[src/rtl/pll_mode_pkg.sv]
package pll_mode_pkg;

  typedef enum logic [2:0] {
    MODE_INIT     = 3'd0,
    MODE_FREERUN  = 3'd1,
    MODE_ACQUIRE  = 3'd2,
    MODE_LOCKED   = 3'd3,
    MODE_HOLDOVER = 3'd4
  } pll_mode_e;

  typedef enum logic [1:0] {
    BW_NORMAL   = 2'd0,
    BW_FAST     = 2'd1,
    BW_HOLDEXIT = 2'd2
  } bw_set_e;

  // Ticks of tracking needed before holdover is allowed.
  function automatic logic [31:0] hist_target(input logic [31:0] len_exp,
                                              input logic [31:0] dly_exp);
    return (32'd1 << len_exp) + (32'd1 << dly_exp);
  endfunction

  // Bandwidth used while leaving holdover without a ramp.
  function automatic bw_set_e exit_bw(input logic [1:0] sel);
    case (sel)
      2'b00:   return BW_FAST;
      2'b01:   return BW_HOLDEXIT;
      default: return BW_NORMAL;
    endcase
  endfunction

  function automatic logic is_hold_mode(input pll_mode_e m);
    return (m == MODE_FREERUN) || (m == MODE_HOLDOVER);
  endfunction

endpackage

[src/rtl/pll_hist_timer.sv]
module pll_hist_timer
  import pll_mode_pkg::*;
#(
  parameter int TICK_DIV = 16,
  parameter int EXP_W    = 4
) (
  input  logic             clk,
  input  logic             rst_n,
  input  logic             count_en,
  input  logic             clear,
  input  logic [EXP_W-1:0] len_exp,
  input  logic [EXP_W-1:0] dly_exp,
  output logic             hist_valid
);
  localparam int PS_W  = (TICK_DIV > 1) ? $clog2(TICK_DIV) : 1;
  localparam int CNT_W = (1 << EXP_W) + 1;
  localparam logic [PS_W-1:0] PS_LAST = PS_W'(TICK_DIV - 1);

  logic [PS_W-1:0]  ps_q;
  logic [CNT_W-1:0] cnt_q;
  logic             tick;
  logic [31:0]      target;

  assign tick       = (ps_q == PS_LAST);
  assign target     = hist_target(32'(len_exp), 32'(dly_exp));
  assign hist_valid = (32'(cnt_q) >= target);

  always_ff @(posedge clk or negedge rst_n) begin
    if (!rst_n)    ps_q <= '0;
    else if (tick) ps_q <= '0;
    else           ps_q <= ps_q + 1'b1;
  end

  // Saturates at the threshold; cleared on free-run entry.
  always_ff @(posedge clk or negedge rst_n) begin
    if (!rst_n)                                cnt_q <= '0;
    else if (clear)                            cnt_q <= '0;
    else if (tick && count_en && !hist_valid)  cnt_q <= cnt_q + 1'b1;
  end

endmodule

[src/rtl/pll_mode_fsm.sv]
module pll_mode_fsm
  import pll_mode_pkg::*;
#(
  parameter int INIT_CYC = 8
) (
  input  logic      clk,
  input  logic      rst_n,
  input  logic      in_valid,
  input  logic      lol,
  input  logic      force_hold,
  input  logic      hist_valid,
  output pll_mode_e mode_q,
  output logic      exit_phase,
  output logic      enter_freerun
);
  localparam int IC_W = (INIT_CYC > 1) ? $clog2(INIT_CYC) : 1;
  localparam logic [IC_W-1:0] IC_LAST = IC_W'(INIT_CYC - 1);

  pll_mode_e       mode_d;
  pll_mode_e       fallback;
  logic [IC_W-1:0] init_cnt_q;
  logic            input_lost;

  assign fallback   = hist_valid ? MODE_HOLDOVER : MODE_FREERUN;
  assign input_lost = force_hold || !in_valid;

  always_comb begin
    mode_d = mode_q;
    case (mode_q)
      MODE_INIT:     if (init_cnt_q == IC_LAST) mode_d = MODE_FREERUN;
      MODE_FREERUN:  if (!input_lost) mode_d = MODE_ACQUIRE;
      MODE_ACQUIRE:  if (input_lost) mode_d = fallback;
                     else if (!lol) mode_d = MODE_LOCKED;
      MODE_LOCKED:   if (input_lost) mode_d = fallback;
                     else if (lol) mode_d = MODE_ACQUIRE;
      MODE_HOLDOVER: if (!input_lost) mode_d = MODE_ACQUIRE;
      default:       mode_d = MODE_FREERUN;
    endcase
  end

  assign enter_freerun = (mode_d == MODE_FREERUN) && (mode_q != MODE_FREERUN);

  always_ff @(posedge clk or negedge rst_n) begin
    if (!rst_n) begin
      mode_q     <= MODE_INIT;
      init_cnt_q <= '0;
      exit_phase <= 1'b0;
    end else begin
      mode_q <= mode_d;
      if (mode_q == MODE_INIT) init_cnt_q <= init_cnt_q + 1'b1;
      if (mode_q == MODE_HOLDOVER && mode_d == MODE_ACQUIRE) exit_phase <= 1'b1;
      else if (mode_d != MODE_ACQUIRE)                       exit_phase <= 1'b0;
    end
  end

endmodule

[src/rtl/pll_bw_select.sv]
module pll_bw_select
  import pll_mode_pkg::*;
(
  input  logic       exit_phase,
  input  logic       lol,
  input  logic       fastlock_en,
  input  logic       ramp_bypass,
  input  logic [1:0] exit_bw_sel,
  output bw_set_e    bw_sel,
  output logic       ramp_active
);
  assign ramp_active = exit_phase && !ramp_bypass;

  always_comb begin
    if (exit_phase && ramp_bypass) bw_sel = exit_bw(exit_bw_sel);
    else if (exit_phase)           bw_sel = BW_NORMAL;
    else if (fastlock_en && lol)   bw_sel = BW_FAST;
    else                           bw_sel = BW_NORMAL;
  end

endmodule

[src/rtl/pll_hold_status.sv]
module pll_hold_status
  import pll_mode_pkg::*;
(
  input  logic      clk,
  input  logic      rst_n,
  input  pll_mode_e mode,
  input  logic      flag_clr,
  input  logic      irq_mask,
  output logic      hold_status,
  output logic      hold_flag,
  output logic      irq
);
  assign hold_status = is_hold_mode(mode);
  assign irq         = hold_flag && !irq_mask;

  always_ff @(posedge clk or negedge rst_n) begin
    if (!rst_n)           hold_flag <= 1'b0;
    else if (hold_status) hold_flag <= 1'b1;
    else if (flag_clr)    hold_flag <= 1'b0;
  end

endmodule

[src/rtl/pll_mode_ctrl.sv]
module pll_mode_ctrl
  import pll_mode_pkg::*;
#(
  parameter int INIT_CYC = 8,
  parameter int TICK_DIV = 16,
  parameter int EXP_W    = 4
) (
  input  logic             clk,
  input  logic             rst_n,
  input  logic             in_valid,
  input  logic             lol,
  input  logic             force_hold,
  input  logic             fastlock_en,
  input  logic             ramp_bypass,
  input  logic [1:0]       exit_bw_sel,
  input  logic [EXP_W-1:0] hist_len_exp,
  input  logic [EXP_W-1:0] hist_dly_exp,
  input  logic             hold_irq_mask,
  input  logic             flag_clr,
  output logic [2:0]       mode,
  output logic             hold_status,
  output logic             hold_flag,
  output logic             irq,
  output logic [1:0]       bw_sel,
  output logic             ramp_active,
  output logic             hist_valid
);
  pll_mode_e mode_q;
  bw_set_e   bw_set;
  logic      exit_phase;
  logic      enter_freerun;
  logic      tracking;

  assign tracking = in_valid && (mode_q == MODE_ACQUIRE || mode_q == MODE_LOCKED);

  pll_hist_timer #(.TICK_DIV(TICK_DIV), .EXP_W(EXP_W)) u_hist (
    .clk(clk), .rst_n(rst_n), .count_en(tracking), .clear(enter_freerun),
    .len_exp(hist_len_exp), .dly_exp(hist_dly_exp), .hist_valid(hist_valid)
  );

  pll_mode_fsm #(.INIT_CYC(INIT_CYC)) u_fsm (
    .clk(clk), .rst_n(rst_n), .in_valid(in_valid), .lol(lol),
    .force_hold(force_hold), .hist_valid(hist_valid), .mode_q(mode_q),
    .exit_phase(exit_phase), .enter_freerun(enter_freerun)
  );

  pll_bw_select u_bw (
    .exit_phase(exit_phase), .lol(lol), .fastlock_en(fastlock_en),
    .ramp_bypass(ramp_bypass), .exit_bw_sel(exit_bw_sel),
    .bw_sel(bw_set), .ramp_active(ramp_active)
  );

  pll_hold_status u_stat (
    .clk(clk), .rst_n(rst_n), .mode(mode_q), .flag_clr(flag_clr),
    .irq_mask(hold_irq_mask), .hold_status(hold_status),
    .hold_flag(hold_flag), .irq(irq)
  );

  assign mode   = mode_q;
  assign bw_sel = bw_set;

endmodule

[config.mk]
export PLATFORM = sky130hd
export DESIGN_NAME = pll_mode_ctrl
export DESIGN_NICKNAME = d
export VERILOG_FILES = /design/src/rtl/pll_mode_pkg.sv /design/src/rtl/pll_hist_timer.sv /design/src/rtl/pll_mode_fsm.sv /design/src/rtl/pll_bw_select.sv /design/src/rtl/pll_hold_status.sv /design/src/rtl/pll_mode_ctrl.sv
export SDC_FILE = /design/constraint.sdc
export NUM_CORES = 1
export LEC_CHECK = 0
export CORE_ASPECT_RATIO = 1.1
export CORE_UTILIZATION = 58
export CTS_CLUSTER_DIAMETER = 40
export DETAILED_ROUTE_END_ITERATION = 10
export DONT_BUFFER_PORTS = 1
export PLACE_DENSITY_LB_ADDON = 0.25
export SYNTH_ARGS = -nofsm -noshare
export SYNTH_HDL_FRONTEND = slang
export SYNTH_SLANG_ARGS = --single-unit
[constraint.sdc]
create_clock -name clk -period 4.5 [get_ports clk]
set_input_delay 0.675 -clock clk [delete_from_list [all_inputs] [get_ports clk]]
set_output_delay 0.675 -clock clk [all_outputs]
set_load 0.01 [all_outputs]
==> results.toml <==
[setup_path]
cp_max_fo = 7
r2r-start = "u_hist.cnt_q[2]"
crit_required_ns = 3.83
arrival_ns = 3.75
path_class = "in -> out"
r2r_slack_ns = 1.94
start_kind = "input pin"
reg2reg_depth = 8
reg2reg_to = "u_hist.cnt_q[4]"
end_kind = "primary output"

[sta]
hold_violations = 0
finalSetupViolations = 0
post-route-period-util_pct = 98.2
fmax_ghz = 0.226
slew_viol_final = 0
worst_pin_slew_ns = 0.518
fin_setup_tns_ns = 0
worst_slack_ns = 0.0789
skew_ns = 0.00927
hold_slack_ns = 0.0645
slew_headroom_pct = 65.2
period_minus_slack_ns = 4.42
rsz0062_at_grt = "true"

[finish]
diodes = 0
mostFrequentLayoutCell = "nor2_1"
final_cell_mix = "nor2_1, ha_1, dfrtp_1"
nets = 426
final_core_util_pct = 71.4
area_growth_pct = 18.9
nFillCells = 351
layout-drive-gt1-share_pct = 18.9

[clock_network]
clk_pin_slew_ns = 0.07
clk_latency_ns = 0.30
clockBufferDepth = 2
cts_root_buf = "clkbuf_8"
cts.sinks = 29
numCtsBuffers = 5
cts_tree = "built"
holdBufCountCts = 0
htree_levels = 2

[global_route]
grt_pass1_vias = 2587
met2_usage_pct = 53.2
top_usage_layer = "met2"
met3_usage_pct = 4.85
grt_use_total_pct = 28.8
grt_max_degree = 30
grt_util_met1_pct = 32.0
grt-ovfl-total = 0
antenna_found_initial = 0
grt_pass1_wl_mm = 11.0

[logic_synthesis]
ys_ff_latch = 29
synth_area_um2 = 2790
ys.flop_type = "dfrtp_1"
synth_edf_count = 0
syn_nets = 399
synthDistinctLibCells = 47
avgSynthCellArea_um2 = 8.17
async_flop_share_pct = 100
ys_seq_area_share_pct = 26.0
synthCells = 342
yosysWarningCount = 0

[routing]
totalWireLength_mm = 6.85
avgRoutedWirePerCell_um = 16.1
first_pass_iters = 4
vias = 2625
ant_nets = 0
drtIter0Drc = 144
vias_per_cell = 6.16
drcViolationCount = 0

[run]
max_cap_viol_count = 0

[power]
p_per_area_nw_per_um2 = 262
vdd_ir_drop_max_mv = 0.402
p_total_w = 0.000869
leakage_nw = 1.49

[floorplan]
io_pins = 29
coreArea_um2 = 4650
start_util_pct = 60.0
die_w_um = 68.2
die_area_um2 = 5100
die_h_um = 74.8
rows = 26

[run_status]
status = "completed"

[placed_design]
dp_hpwl_mm = 4.87
place_ws_ns = -0.210
port_buffers = 0
place.gp.congestion = 0.891

[hold_path]
hold_class = "in -> async"
## power breakdown
part | internal, W | switching [W] | total, W
combinational | 0.0000989 | 0.000113 | 0.000211
sequential | 0.000289 | 0.0000372 | 0.000326
clock | 0.000220 | 0.000112 | 0.000331
total | 0.000607 | 0.000261 | 0.000869
## worst max-delay path, stage by stage
cell and delay [ns]:
nand2b_4 0.12, or3_4 0.40, inv_4 0.07, ha_4 0.19
a211oi_2 0.19, o211ai_1 0.16, a41oi_2 0.31, o21ai_2 0.11
a21o_1 0.17, a21oi_2 0.17, xor2_2 0.19, ha_4 0.25
a211oi_4 0.31, a31oi_4 0.15, nand2_2 0.08, a21o_4 0.12
nand2_4 0.06
## layer usage
layer  vias up  share of wire [%]
met5         -                  0
met4         0                2.5
met3        18                3.3
met2        74                 52
met1      1240                 42
li1       1293                  -
## flip-flops by register name, indices dropped and copies added (netlist names)
name and flops:
u_fsm.exit_phase 1, u_fsm.init_cnt_q 3, u_fsm.mode_q 3, u_hist.cnt_q 17, u_hist.ps_q 4, u_stat.hold_flag 1
## Yosys cell counts, types with 2 or more instances
cell type	instances	area [um^2]
a211oi_1	4	30.0
nand3_1	16	80.1
ha_1	37	463
inv_1	9	33.8
nor4_1	4	25.0
o21a_1	7	52.6
dfrtp_1	29	726
nand2b_1	14	87.6
or3_1	6	37.5
or3_2	3	22.5
nor2b_1	6	37.5
mux2_2	2	22.5
nor3_1	17	85.1
buf_2	2	10.0
a21boi_0	2	15.0
xor2_1	13	114
and3_1	2	12.5
a41oi_1	2	17.5
clkbuf_1	2	7.51
o2111ai_1	2	17.5
mux2i_1	2	20.0
xnor2_1	12	105
nand2_1	29	109
a31oi_1	2	12.5
a21o_1	6	45.0
o32ai_1	2	17.5
o21ai_0	18	90.1
a21oi_1	27	135
nand4_1	2	12.5
nor2_1	46	173
## cell families (layout without fill, tap and decap cells)
kind of cell,after synthesis,in the layout,share of synthesized area [%]
mux,4,4,1.52
buf+inv,14,42,2.24
simple gates,152,152,27.1
fa+ha+maj,38,38,17.3
compound gates,80,80,18.0
flops,29,29,26.0
xor+xnor,25,25,7.84
## repair_timing
| item | 4_1_cts | 5_1_grt |
|---|---|---|
| buffers inserted | 3 | 3 |
| hold endpoints to repair | 0 | 0 |
| endpoints found under the setup margin | 1 | 16 |
| pin swaps | 10 | 19 |
| resized for setup | 16 | 18 |
## layout make-up
type,count,area (um^2),share of cell area [%]
Clock inverter,3,65.1,1.96
Clock buffer,5,68.8,2.07
Multi-Input combinational cell,299,2160,65.2
Sequential cell,29,726,21.9
Timing Repair Buffer,25,188,5.65
Inverter,9,38.8,1.17
Tap cell,56,70.1,2.11
## how the worst max path moves through the flow
| stage | cells past startpoint | from | to | slack, ns |
|---|---|---|---|---|
| floorplan | 17 | hist_dly_exp[3] | hist_valid | 0.00008 |
| global placement | 17 | hist_dly_exp[3] | hist_valid | -0.12 |
| detailed placement | 18 | hist_dly_exp[3] | u_hist.cnt_q[6] | -0.21 |
| CTS | 17 | hist_dly_exp[3] | hist_valid | 0.005 |
| global route | 16 | hist_dly_exp[3] | hist_valid | -0.10 |
| finish | 17 | hist_dly_exp[3] | hist_valid | 0.08 |
## per-stage QoR
step,area [um^2],cells
floorplan,2810,342
global placement,3000,412
detailed placement,3000,412
CTS,3220,423
global route,3320,426
finish,3320,426
Note: power is estimated with default switching activity, not from simulation.
